**config.mk**
```make
export PLATFORM = sky130hd
export DESIGN_NAME = epp_regif
export DESIGN_NICKNAME = d
export VERILOG_FILES = /design/src/rtl/epp_regif_pkg.sv /design/src/rtl/epp_sync.sv /design/src/rtl/epp_link.sv /design/src/rtl/epp_regbank.sv /design/src/rtl/epp_regif.sv
export SDC_FILE = /design/constraint.sdc
export NUM_CORES = 1
export LEC_CHECK = 0
export BUFFER_PORTS_ARGS = -buffer_cell sky130_fd_sc_hd__clkbuf_2
export CAP_MARGIN = 20
export CORE_UTILIZATION = 57
export CTS_BUF_LIST = sky130_fd_sc_hd__clkbuf_8
export DETAILED_ROUTE_END_ITERATION = 7
export GPL_TIMING_DRIVEN = 0
export PLACE_DENSITY = 0.88
export SETUP_SLACK_MARGIN = 0.5
export SYNTH_ARGS = -nofsm -noshare
export SYNTH_HDL_FRONTEND = slang
export SYNTH_SLANG_ARGS = --single-unit
```
**constraint.sdc**
```tcl
create_clock -name clk -period 2.7 [get_ports clk]
set_input_delay 0.405 -clock clk [delete_from_list [all_inputs] [get_ports clk]]
set_output_delay 0.405 -clock clk [all_outputs]
set_load 0.1 [all_outputs]
```
**src/rtl/epp_regif_pkg.sv**
```systemverilog
package epp_regif_pkg;
    localparam int BYTE_W    = 8;
    localparam int WORD_W    = 16;
    localparam int ADDR_W    = 8;
    localparam int NUM_CFG   = 6;
    localparam int SAMPLE_W  = 10;
    localparam int ERR_W     = 3;
    localparam int STAT_ADDR = 8;
    localparam int ERRN_ADDR = 9;
    localparam logic [BYTE_W-1:0] NEG_CODE = 8'h40;

    typedef enum logic [2:0] {
        L_NEG_WAIT, L_NEG_ACK, L_NEG_STB, L_IDLE, L_ADDR, L_DATA
    } link_st_e;

    typedef struct packed {
        link_st_e             st;
        logic [ADDR_W-1:0]    addr;
        logic                 hi;
        logic                 busy;
        logic                 oe;
        logic [WORD_W-1:0]    snap;
        logic [BYTE_W-1:0]    dout;
    } link_s;

    typedef struct packed {
        logic [BYTE_W-1:0]                stage;
        logic [NUM_CFG-1:0][WORD_W-1:0]   cfg;
    } bank_s;

    function automatic logic [WORD_W-1:0] cfg_mask(input int idx);
        case (idx)
            0:       return 16'h07FF;
            1:       return 16'h0003;
            2:       return 16'h3FFF;
            3:       return 16'h03FF;
            4:       return 16'h7FFF;
            5:       return 16'h0FFF;
            default: return 16'h0000;
        endcase
    endfunction
endpackage

```
**src/rtl/epp_sync.sv**
```systemverilog
module epp_sync #(
    parameter int W      = 3,
    parameter int STAGES = 2
) (
    input  logic         clk,
    input  logic         rst,
    input  logic [W-1:0] d_i,
    output logic [W-1:0] q_o
);
    logic [W-1:0] stg_q [STAGES];

    always_ff @(posedge clk) begin
        if (rst) begin
            for (int i = 0; i < STAGES; i++) stg_q[i] <= '1;
        end else begin
            stg_q[0] <= d_i;
            for (int i = 1; i < STAGES; i++) stg_q[i] <= stg_q[i-1];
        end
    end

    assign q_o = stg_q[STAGES-1];
endmodule

```
**src/rtl/epp_link.sv**
```systemverilog
module epp_link
    import epp_regif_pkg::*;
(
    input  logic              clk,
    input  logic              rst,
    input  logic              wr_n_s,
    input  logic              astb_n_s,
    input  logic              dstb_n_s,
    input  logic [BYTE_W-1:0] host_data,
    input  logic [WORD_W-1:0] rd_word,
    output logic [ADDR_W-1:0] addr,
    output logic              wr_en,
    output logic              wr_hi,
    output logic [BYTE_W-1:0] wr_byte,
    output logic [BYTE_W-1:0] dout,
    output logic              oe,
    output logic              busy,
    output logic              ack_n,
    output logic              perr,
    output logic              sel,
    output logic              fault_n
);
    link_s lk_d, lk_q;

    always_comb begin
        lk_d  = lk_q;
        wr_en = 1'b0;
        case (lk_q.st)
            L_NEG_WAIT: begin
                if (host_data == NEG_CODE && astb_n_s && !dstb_n_s)
                    lk_d.st = L_NEG_ACK;
            end
            L_NEG_ACK: begin
                if (!wr_n_s) lk_d.st = L_NEG_STB;
            end
            L_NEG_STB: begin
                if (wr_n_s && dstb_n_s) lk_d.st = L_IDLE;
            end
            L_IDLE: begin
                if (!astb_n_s) begin
                    lk_d.addr = host_data;
                    lk_d.hi   = 1'b0;
                    lk_d.busy = 1'b1;
                    lk_d.st   = L_ADDR;
                end else if (!dstb_n_s) begin
                    lk_d.busy = 1'b1;
                    lk_d.st   = L_DATA;
                    if (wr_n_s) begin
                        lk_d.oe = 1'b1;
                        if (!lk_q.hi) begin
                            lk_d.snap = rd_word;
                            lk_d.dout = rd_word[BYTE_W-1:0];
                        end else begin
                            lk_d.dout = lk_q.snap[WORD_W-1:BYTE_W];
                        end
                    end else begin
                        wr_en = 1'b1;
                    end
                end
            end
            L_ADDR: begin
                if (astb_n_s) begin
                    lk_d.busy = 1'b0;
                    lk_d.st   = L_IDLE;
                end
            end
            L_DATA: begin
                if (dstb_n_s) begin
                    lk_d.busy = 1'b0;
                    lk_d.oe   = 1'b0;
                    lk_d.hi   = !lk_q.hi;
                    lk_d.st   = L_IDLE;
                end
            end
            default: lk_d.st = L_NEG_WAIT;
        endcase
    end

    always_ff @(posedge clk) begin
        if (rst) begin
            lk_q    <= '0;
            lk_q.st <= L_NEG_WAIT;
        end else begin
            lk_q <= lk_d;
        end
    end

    assign addr    = lk_q.addr;
    assign wr_hi   = lk_q.hi;
    assign wr_byte = host_data;
    assign dout    = lk_q.dout;
    assign oe      = lk_q.oe;
    assign busy    = lk_q.busy;
    assign perr    = (lk_q.st == L_NEG_ACK) || (lk_q.st == L_NEG_STB);
    assign ack_n   = !perr;
    assign sel     = (lk_q.st != L_NEG_WAIT);
    assign fault_n = 1'b1;
endmodule

```
**src/rtl/epp_regbank.sv**
```systemverilog
module epp_regbank
    import epp_regif_pkg::*;
(
    input  logic                           clk,
    input  logic                           rst,
    input  logic [ADDR_W-1:0]              addr,
    input  logic                           wr_en,
    input  logic                           wr_hi,
    input  logic [BYTE_W-1:0]              wr_byte,
    input  logic                           st_err,
    input  logic                           st_run,
    input  logic                           st_chan,
    input  logic [SAMPLE_W-1:0]            st_sample,
    input  logic [ERR_W-1:0]               err_num,
    output logic [WORD_W-1:0]              rd_word,
    output logic [NUM_CFG-1:0][WORD_W-1:0] cfg
);
    bank_s bk_d, bk_q;

    always_comb begin
        bk_d = bk_q;
        if (wr_en) begin
            if (!wr_hi) begin
                bk_d.stage = wr_byte;
            end else begin
                for (int i = 0; i < NUM_CFG; i++) begin
                    if (addr == ADDR_W'(i))
                        bk_d.cfg[i] = {wr_byte, bk_q.stage} & cfg_mask(i);
                end
            end
        end
    end

    always_comb begin
        rd_word = '0;
        for (int i = 0; i < NUM_CFG; i++) begin
            if (addr == ADDR_W'(i)) rd_word = bk_q.cfg[i];
        end
        if (addr == ADDR_W'(STAT_ADDR)) begin
            rd_word[15]             = st_err;
            rd_word[14]             = st_run;
            rd_word[10]             = st_chan;
            rd_word[SAMPLE_W-1:0]   = st_sample;
        end
        if (addr == ADDR_W'(ERRN_ADDR)) begin
            rd_word[ERR_W-1:0] = err_num;
        end
    end

    always_ff @(posedge clk) begin
        if (rst) bk_q <= '0;
        else     bk_q <= bk_d;
    end

    assign cfg = bk_q.cfg;
endmodule

```
**src/rtl/epp_regif.sv**
```systemverilog
module epp_regif
    import epp_regif_pkg::*;
#(
    parameter int SYNC_STAGES = 2
) (
    input  logic                clk,
    input  logic                rst,
    input  logic [BYTE_W-1:0]   host_data_i,
    input  logic                host_wr_n_i,
    input  logic                host_astb_n_i,
    input  logic                host_dstb_n_i,
    output logic [BYTE_W-1:0]   data_o,
    output logic                data_oe_o,
    output logic                busy_o,
    output logic                ack_n_o,
    output logic                perr_o,
    output logic                sel_o,
    output logic                fault_n_o,
    input  logic                st_err_i,
    input  logic                st_run_i,
    input  logic                st_chan_i,
    input  logic [SAMPLE_W-1:0] st_sample_i,
    input  logic [ERR_W-1:0]    err_num_i,
    output logic [10:0]         cfg_run_o,
    output logic [1:0]          cfg_chan_o,
    output logic [13:0]         cfg_bufsize_o,
    output logic [9:0]          cfg_trig_lvl_o,
    output logic [14:0]         cfg_trig_off_o,
    output logic [11:0]         cfg_adc_o
);
    logic [2:0]                     strobes_s;
    logic [ADDR_W-1:0]              addr;
    logic                           wr_en, wr_hi;
    logic [BYTE_W-1:0]              wr_byte;
    logic [WORD_W-1:0]              rd_word;
    logic [NUM_CFG-1:0][WORD_W-1:0] cfg;

    epp_sync #(.W(3), .STAGES(SYNC_STAGES)) u_sync (
        .clk (clk),
        .rst (rst),
        .d_i ({host_wr_n_i, host_astb_n_i, host_dstb_n_i}),
        .q_o (strobes_s)
    );

    epp_link u_link (
        .clk       (clk),
        .rst       (rst),
        .wr_n_s    (strobes_s[2]),
        .astb_n_s  (strobes_s[1]),
        .dstb_n_s  (strobes_s[0]),
        .host_data (host_data_i),
        .rd_word   (rd_word),
        .addr      (addr),
        .wr_en     (wr_en),
        .wr_hi     (wr_hi),
        .wr_byte   (wr_byte),
        .dout      (data_o),
        .oe        (data_oe_o),
        .busy      (busy_o),
        .ack_n     (ack_n_o),
        .perr      (perr_o),
        .sel       (sel_o),
        .fault_n   (fault_n_o)
    );

    epp_regbank u_bank (
        .clk       (clk),
        .rst       (rst),
        .addr      (addr),
        .wr_en     (wr_en),
        .wr_hi     (wr_hi),
        .wr_byte   (wr_byte),
        .st_err    (st_err_i),
        .st_run    (st_run_i),
        .st_chan   (st_chan_i),
        .st_sample (st_sample_i),
        .err_num   (err_num_i),
        .rd_word   (rd_word),
        .cfg       (cfg)
    );

    assign cfg_run_o      = cfg[0][10:0];
    assign cfg_chan_o     = cfg[1][1:0];
    assign cfg_bufsize_o  = cfg[2][13:0];
    assign cfg_trig_lvl_o = cfg[3][9:0];
    assign cfg_trig_off_o = cfg[4][14:0];
    assign cfg_adc_o      = cfg[5][11:0];
endmodule

```
==> results list, run 1 <==
* Startpoint-to-endpoint class of the critical path: register to register
- Overall die width: 99.53 µm
* Fraction of registers with async set or reset after synthesis: 0%
- Fill cells in the final layout number approximately 610.
- The initialized floorplan defines 35 standard-cell rows.
* Highest Clock Rate: a little over 0.4 GHz
- DRC violation count after routing: 0
- The clock passes through at most 2 buffers.
- The first global-routing pass estimated around 27000 µm of wire.
- The most used flip-flop cell after synthesis is sky130_fd_sc_hd__dfxtp_1.
- Post-layout nets: 804
- Hold repair after CTS inserted 0 buffers.
- Count of warnings emitted by yosys: 0
* Minimum hold slack: 0.1905 ns
- Clock latency reported for the late side of the worst-skew pair: slightly below 0.4 ns
* Required @ worst endpoint: just under 3 ns
- Area growth, synth to finish: 26.82%
* Mean instance size in the synthesized netlist: 8.484 µm²
- 107 I/O pins were placed.
* Period utilization: between 90% and 100%
* Setup repair after global routing missed its margin: yes
* GR Overflow Total: 0
* Wire per inst: around 20 µm
- Number of hold-slack violations in the final timing report: 0
- In this run, synthesis inferred 0 flip-flops with an integrated enable.
* Top fanout value on the critical path: 5
- Overall die area: between 0.009 and 0.01 mm²
- The tool flagged a number of max-cap violations equal to 0.
* Total clock buffers created by CTS: 9
* DP HPWL: 11480 µm
- The detailed router finished its first iteration with roughly 700 violations.
- The initial antenna violation count was 2.
* Minimum period implied by the final worst setup slack: roughly 2.5 ns
* Overall global routing resource usage: 35.05%
- Synthesis-stage register bit count: ~110
- Clock slew at the register clock pins of the worst setup and hold paths: around 0.12 ns
- STA classifies the critical path endpoint as a register.
- Maximum number of pins on one net before global-route repair: 19
- STA classifies the critical path startpoint as a register.
* Total wire length after detailed routing: ~19000 µm
* Clock net sink count: between 100 and 150
- Post-Syn Instances: approximately 640
* Final count of pins violating max slew: 0
* Core Region: between 0.009 and 0.01 mm²
- Power spread over the standard cell area amounts to 453.2 mW/mm².
* Top cell type by total area after synthesis: sky130_fd_sc_hd__dfxtp_1
* Top-area cell type share of the netlist area: roughly 40%
- After synthesis, the netlist uses between 50 and 60 different library cells.
* Max Clock Skew: 0.01554 ns
* ANT cells: 0
* DIE HEIGHT: ~100 µm
- Summing the sequential cell areas from Yosys gives about 40% of the chip area.
* Via-to-Cell Ratio: about 6.2
- Including well taps, the total number of placed cells is between 800 and 900.
* DRT Pass-1 Iters: 7
- Cells fill about three quarters of the core in the end.
- TritonCTS built the clock tree.
* Fin Setup TNS: 0 ns
* Number of buffers inserted by port buffering: roughly 100
* ANT nets after route: 0
- Transition at the pin with the smallest max-transition slack: 0.8695 ns
- Setup violations remaining at the end of the flow were counted as 0.
- The clock tree synthesis step divided the H-tree into 3 levels.
- Starting density of the core: 58.67%
- Classification of the worst-slack hold path: input port to register
- The congestion estimate from routability-driven global placement came to 0.9747.
- Vias in the first global route: about 5000
- WP data arrival: about 2.7 ns
- When the netlist entered floorplanning its net count stood at about 670.
- Leakage component of the power: around 2.7 nW
* Synth Cell Area: approximately 0.0054 mm²
- Across the VDD grid, the largest voltage drop is ~0.28 mV.
- Across all layers, the routed design uses between 5000 and 6000 vias.
- Once layout is complete, the cells apart from fillers number 909.
* Buffer cell driving the clock tree root: sky130_fd_sc_hd__clkbuf_8
- Total Power Consumption: between 3 and 4 mW
* Proportion of layout cells with a drive suffix above 1: 37.18%
* Status: complete, no violations
- Top post-synthesis cells by area: sky130_fd_sc_hd__dfxtp_1 40%, sky130_fd_sc_hd__mux2i_1 13%, sky130_fd_sc_hd__buf_4 11%, sky130_fd_sc_hd__nor2_1 5.4%, sky130_fd_sc_hd__nand2_1 5.2%
* Max transition margin: 41.59%
-- stage by stage --
step                cell area (µm²)  setup WS (ns)
floorplan                      5429         0.5056
global placement               6106         0.1876
detailed placement             6106         0.1269
CTS                            6625         0.3603
global route                   6875         0.2300
finish                         6875         0.2463
-- worst max-delay path: stages (launching register included) --
cell	delay (ns)
sky130_fd_sc_hd__dfxtp_2	0.35
sky130_fd_sc_hd__or4_4	0.55
sky130_fd_sc_hd__or2_4	0.28
sky130_fd_sc_hd__buf_6	0.13
sky130_fd_sc_hd__buf_6	0.12
sky130_fd_sc_hd__buf_6	0.13
sky130_fd_sc_hd__nor3_4	0.28
sky130_fd_sc_hd__buf_6	0.20
sky130_fd_sc_hd__mux2i_1	0.21
sky130_fd_sc_hd__nor2_1	0.08
-- synthesized netlist by cell type, types with 2 or more instances --
| library cell | count |
|---|---|
| sky130_fd_sc_hd__buf_1 | 3 |
| sky130_fd_sc_hd__nor2_1 | 78 |
| sky130_fd_sc_hd__mux2_2 | 2 |
| sky130_fd_sc_hd__a221oi_1 | 7 |
| sky130_fd_sc_hd__inv_1 | 7 |
| sky130_fd_sc_hd__buf_2 | 4 |
| sky130_fd_sc_hd__a22o_1 | 3 |
| sky130_fd_sc_hd__o22ai_1 | 4 |
| sky130_fd_sc_hd__dfxtp_1 | 108 |
| sky130_fd_sc_hd__clkbuf_1 | 29 |
| sky130_fd_sc_hd__o21ai_0 | 24 |
| sky130_fd_sc_hd__o211ai_1 | 5 |
| sky130_fd_sc_hd__mux2i_1 | 72 |
| sky130_fd_sc_hd__a2bb2oi_1 | 2 |
| sky130_fd_sc_hd__a221o_1 | 2 |
| sky130_fd_sc_hd__buf_4 | 76 |
| sky130_fd_sc_hd__a21oi_1 | 46 |
| sky130_fd_sc_hd__nand4_1 | 3 |
| sky130_fd_sc_hd__nor3_1 | 7 |
| sky130_fd_sc_hd__or3_1 | 2 |
| sky130_fd_sc_hd__nand3_1 | 16 |
| sky130_fd_sc_hd__a31oi_1 | 7 |
| sky130_fd_sc_hd__nor4_1 | 2 |
| sky130_fd_sc_hd__a22oi_1 | 3 |
| sky130_fd_sc_hd__nand2_1 | 75 |
| sky130_fd_sc_hd__or4_4 | 2 |
| sky130_fd_sc_hd__nand2b_1 | 4 |
| sky130_fd_sc_hd__nor3b_1 | 2 |
| sky130_fd_sc_hd__buf_6 | 3 |
| sky130_fd_sc_hd__nor4bb_1 | 2 |
| sky130_fd_sc_hd__or2_2 | 6 |
| sky130_fd_sc_hd__nand4b_1 | 3 |
| sky130_fd_sc_hd__o32ai_1 | 3 |
| sky130_fd_sc_hd__nor2b_1 | 7 |
-- flip-flops by register name, indices dropped and copies added, names as in the netlist --
signal	cells
u_bank.cfg	64
u_link.lk_q	11
u_bank.bk_q	8
u_link.addr	8
u_link.dout	8
u_sync.stg_q	6
u_link.busy	1
u_link.oe	1
u_link.wr_hi	1
-- worst paths after layout --
check	to	cells past startpoint	slack, ns	startpoint
worst min register to register	u_sync.stg_q[0][4]	1	0.43	u_sync.stg_q[0][1]
worst max register to register	u_bank.cfg[81]	9	0.25	u_link.addr[4]
worst min-delay path	u_sync.stg_q[0][2]	2	0.19	host_wr_n_i
worst max-delay path	u_bank.cfg[81]	9	0.25	u_link.addr[4]
-- logic make-up after synthesis --
family                 synth area share, %
XOR/XNOR                            0.1616
AND/OR/NAND/NOR                      19.02
AO/OA/AOI/OAI                        12.95
other                              0.06917
flip-flops                           39.88
buffers and inverters                14.22
multiplexers                         13.71
-- report_power, final --
part / internal [mW] / total (mW) / leakage (nW) / switching, mW
clock network: 0.530 / 1.14 / 0.112 / 0.608
logic: 0.0823 / 0.371 / 1.75 / 0.289
registers: 1.60 / 1.61 / 0.872 / 0.00346
total: 2.22 / 3.12 / 2.73 / 0.901
-- cell type report --
cell class	instances	area, µm²	share of cell area [%]
repair buffers	125	759.5	11.05
inverters	7	26.28	0.3822
clock inverters	7	97.59	1.419
clock buffers	9	123.9	1.802
plain buffers	115	792.0	11.52
flip-flops and latches	108	2165	31.48
multi-input cells	409	2750	40.00
well taps	129	161.4	2.348
-- routing by layer --
metal  GRT usage, %  part of all wire (%)  wire, µm
met5              0                 0.043         8
met4          20.93                   7.3      1361
met3          7.168                    13      2369
met2          56.09                    44      8194
met1          43.70                    36      6641
-- timing repair --
item                                    CTS  global route
buffers inserted                         11             7
gates cloned                              3             1
pin swaps                                 9            14
resized for setup                        46            59
endpoints found under the setup margin   72            83
-- placed cells by master (no fill, tap or decap), types with 4 or more instances in the layout --
master and n:
sky130_fd_sc_hd__buf_6 14, sky130_fd_sc_hd__mux2i_1 72, sky130_fd_sc_hd__buf_4 84, sky130_fd_sc_hd__nor2_1 75, sky130_fd_sc_hd__o21ai_0 24, sky130_fd_sc_hd__or2_2 6
sky130_fd_sc_hd__inv_1 8, sky130_fd_sc_hd__nor3_1 6, sky130_fd_sc_hd__o211ai_1 5, sky130_fd_sc_hd__nand2_4 13, sky130_fd_sc_hd__clkbuf_8 9, sky130_fd_sc_hd__nand3_1 14
sky130_fd_sc_hd__a221oi_1 7, sky130_fd_sc_hd__dfxtp_1 106, sky130_fd_sc_hd__o22ai_1 4, sky130_fd_sc_hd__nand2_1 61, sky130_fd_sc_hd__nand2b_1 4, sky130_fd_sc_hd__clkbuf_2 113
sky130_fd_sc_hd__buf_2 4, sky130_fd_sc_hd__clkbuf_1 20, sky130_fd_sc_hd__nor2b_1 6, sky130_fd_sc_hd__a21oi_1 33, sky130_fd_sc_hd__a21oi_2 13, sky130_fd_sc_hd__a31oi_1 7
(Power assumes the default switching activity.)
==> inputs of run 2 (changes only) <==
Settings changed: SETUP_SLACK_MARGIN 0.5 to not set.
==> run 2 against run 1 <==
  * Maximum frequency shrank 1.7%
  * Non-clock buffer count shrank 20
  * Die area stayed put
  * Cell area down 8.2%
  * Clock power is 16% lower
  * Utilization fell by 6.1 points
==> results list, run 2 (synthesis gave the netlist of run 1 again) <==
- DRT Pass-1 Iters: 6
- Highest Clock Rate: 0.4005 GHz
- Required @ worst endpoint: 2.93 ns
* ANT nets after route: 0
- Maximum number of pins on one net before global-route repair: 17
* Number of buffers inserted by port buffering: 103
- Leakage component of the power: between 2 and 2.5 nW
- Total Power Consumption: 2.911 mW
- Clock buffer depth: 2
- The finished layout holds roughly 890 standard cells, fillers aside.
- Number of hold-slack violations in the final timing report: 0
- In the final routed layout, each cell accounts on average for ~17 µm.
- TritonCTS clock tree: yes
- Std-Cell Rows: 35
- For this configuration, the core starts out at a cell density of 58.67%.
* Antenna violations before repair: 0
- Area growth, synth to finish: 16.36%
- The net count of the finished layout is 784.
- WP data arrival: approximately 2.7 ns
* Highest ir drop seen on vdd: about 0.26 mV
- Clock net sink count: 108
- After layout, the minimum clock period comes to 2.497 ns.
- In this run the vertical extent of the chip is around 100 µm.
- Number of DRC markers after the initial detailed-route iteration: between 600 and 700
* Via-to-Cell Ratio: roughly 5.7
* Transition at the pin with the smallest max-transition slack: between 1 and 1.5 ns
- STA classifies the critical path endpoint as a register.
- The critical path in this run is classified as register to register.
* Number of primary I/O pins: around 110
- The layout has 742 filler cells.
- The tree is rooted in a sky130_fd_sc_hd__clkbuf_8.
- For this design the ratio of total power to cell area is between 400 and 500 mW/mm².
* GR Overflow Total: 0
- Flip-flop count of the largest register, all copies and words added: between 60 and 70
* Max Clock Skew: about 0.011 ns
- After clock tree synthesis, the clock-pin slew on the worst setup and hold paths is ~0.10 ns.
- Element type at the critical path start: register
- Status: complete, no violations
- Total wire length after detailed routing: about 15000 µm
- DP HPWL: 11100 µm
* Period utilization: between 90% and 100%
- Setup violations remaining at the end of the flow were counted as 0.
- Met3 Wirelength: between 1000 and 1500 µm
* Classification of the worst-slack hold path: input port to register
- Overall global routing resource usage: approximately 31%
* Hold-fix buffers, CTS: 0
- For this block, the via count after detailed routing is approximately 5100.
* Final worst setup slack: about 0.20 ns
* Vias in the first global route: about 4600
- Slowest library cell on the worst path: sky130_fd_sc_hd__nor3_2
- The H-tree generated during clock tree synthesis spans 3 levels.
- DRC violation count after routing: 0
- Critical Path Max Stage Delay: about 0.45 ns
- The worst pin sits at a relative slew slack of around 30%.
- Setup repair after global routing could not meet its margin everywhere.
- Max-cap violations in this run came to 0.
* Clock latency reported for the late side of the worst-skew pair: 0.36 ns
* CP Cell Sequence: clkbuf_1, nor4bb_2, nand3_2, nor3_2, buf_4, mux2i_1, nor2_1
* Wire length on met2: between 7000 and 8000 µm
- The core region is about 0.0092 mm².
- Highest metal layer with signal wires: met4
- Global-route wire length before repair: 23650 µm
- Most frequent standard cell in the layout excluding fill and tap cells: sky130_fd_sc_hd__dfxtp_1
- ANT cells: 0
- Overall die area: 0.009905 mm²
- The final number of max-transition violations came to 0.
- Counting the buffers created by CTS gives 9.
- Fin Setup TNS: 0 ns
- Total placed cells including tap cells: just under 900
- Overall die width: 99.53 µm
- Top fanout value on the critical path: 10
* Proportion of layout cells with a drive suffix above 1: between 20 and 30%
- Timing analysis after detailed placement gives a worst setup slack of 0.1013 ns.
- The congestion estimate from routability-driven global placement came to between 0.9 and 1.
- After detailed routing, the wire length on met1 is about 6300 µm.
- Leaving out fill and tap cells, the most frequent cells in the layout are 108 x sky130_fd_sc_hd__dfxtp_1, 103 x sky130_fd_sc_hd__clkbuf_2, 78 x sky130_fd_sc_hd__nor2_1, 78 x sky130_fd_sc_hd__buf_4, 75 x sky130_fd_sc_hd__nand2_1.
[run 2: final timing paths]
check / from / end / slack (ns) / depth (start not counted)
worst min-delay path: host_astb_n_i / u_sync.stg_q[0][1] / 0.21 / 2
worst max register to register: u_sync.stg_q[0][4] / u_bank.cfg[90] / 0.20 / 7
worst min register to register: u_sync.stg_q[0][1] / u_sync.stg_q[0][4] / 0.42 / 1
worst max-delay path: u_sync.stg_q[0][4] / u_bank.cfg[90] / 0.20 / 7
[run 2: layer usage]
layer	global-route usage [%]	vias to the layer above
met1	41.04	2365
met4	15.16	0
met3	4.498	63
met2	49.52	304
met5	0	-
li1	-	2364
[run 2: metrics by stage]
| step | area [µm²] | utilization, % | hold WS [ns] |
|---|---|---|---|
| after global routing | 6309 | 68.27 | 0.2192 |
| after floorplan | 5424 | - | 0.3895 |
| after detailed placement | 6101 | 66.03 | 0.3961 |
| after CTS | 6280 | 67.96 | 0.2173 |
| final | 6309 | 68.27 | 0.2150 |
| after global placement | 6101 | 66.03 | 0.4007 |
[run 2: timing repair]
item,4_1_cts,5_1_grt
resized for setup,0,3
setup endpoints to repair,0,53
setup buffers,0,2
[run 2: worst max-delay path, delay by kind of cell (launching register included)]
family,cells,cell delay [ns]
simple gates,4,1.18
buf+inv,2,0.64
flops,1,0.32
mux,1,0.21
[run 2: area by class of cell]
class                   count  area, µm²  area share [%]
plain buffers             115      747.0           11.84
inverters                   7      26.28          0.4165
repair buffers            105      530.5           8.409
multi-input cells         409       2502           39.67
well taps                 129      161.4           2.559
flip-flops and latches    108       2162           34.27
clock buffers               9      123.9           1.964
clock inverters             5      55.05          0.8727
[run 2: where the power goes]
group          internal, mW  leakage, nW  total [mW]  switching [mW]
sequential             1.60        0.871        1.61         0.00281
clock                 0.418       0.0928       0.956           0.538
combinational        0.0744         1.53       0.349           0.275
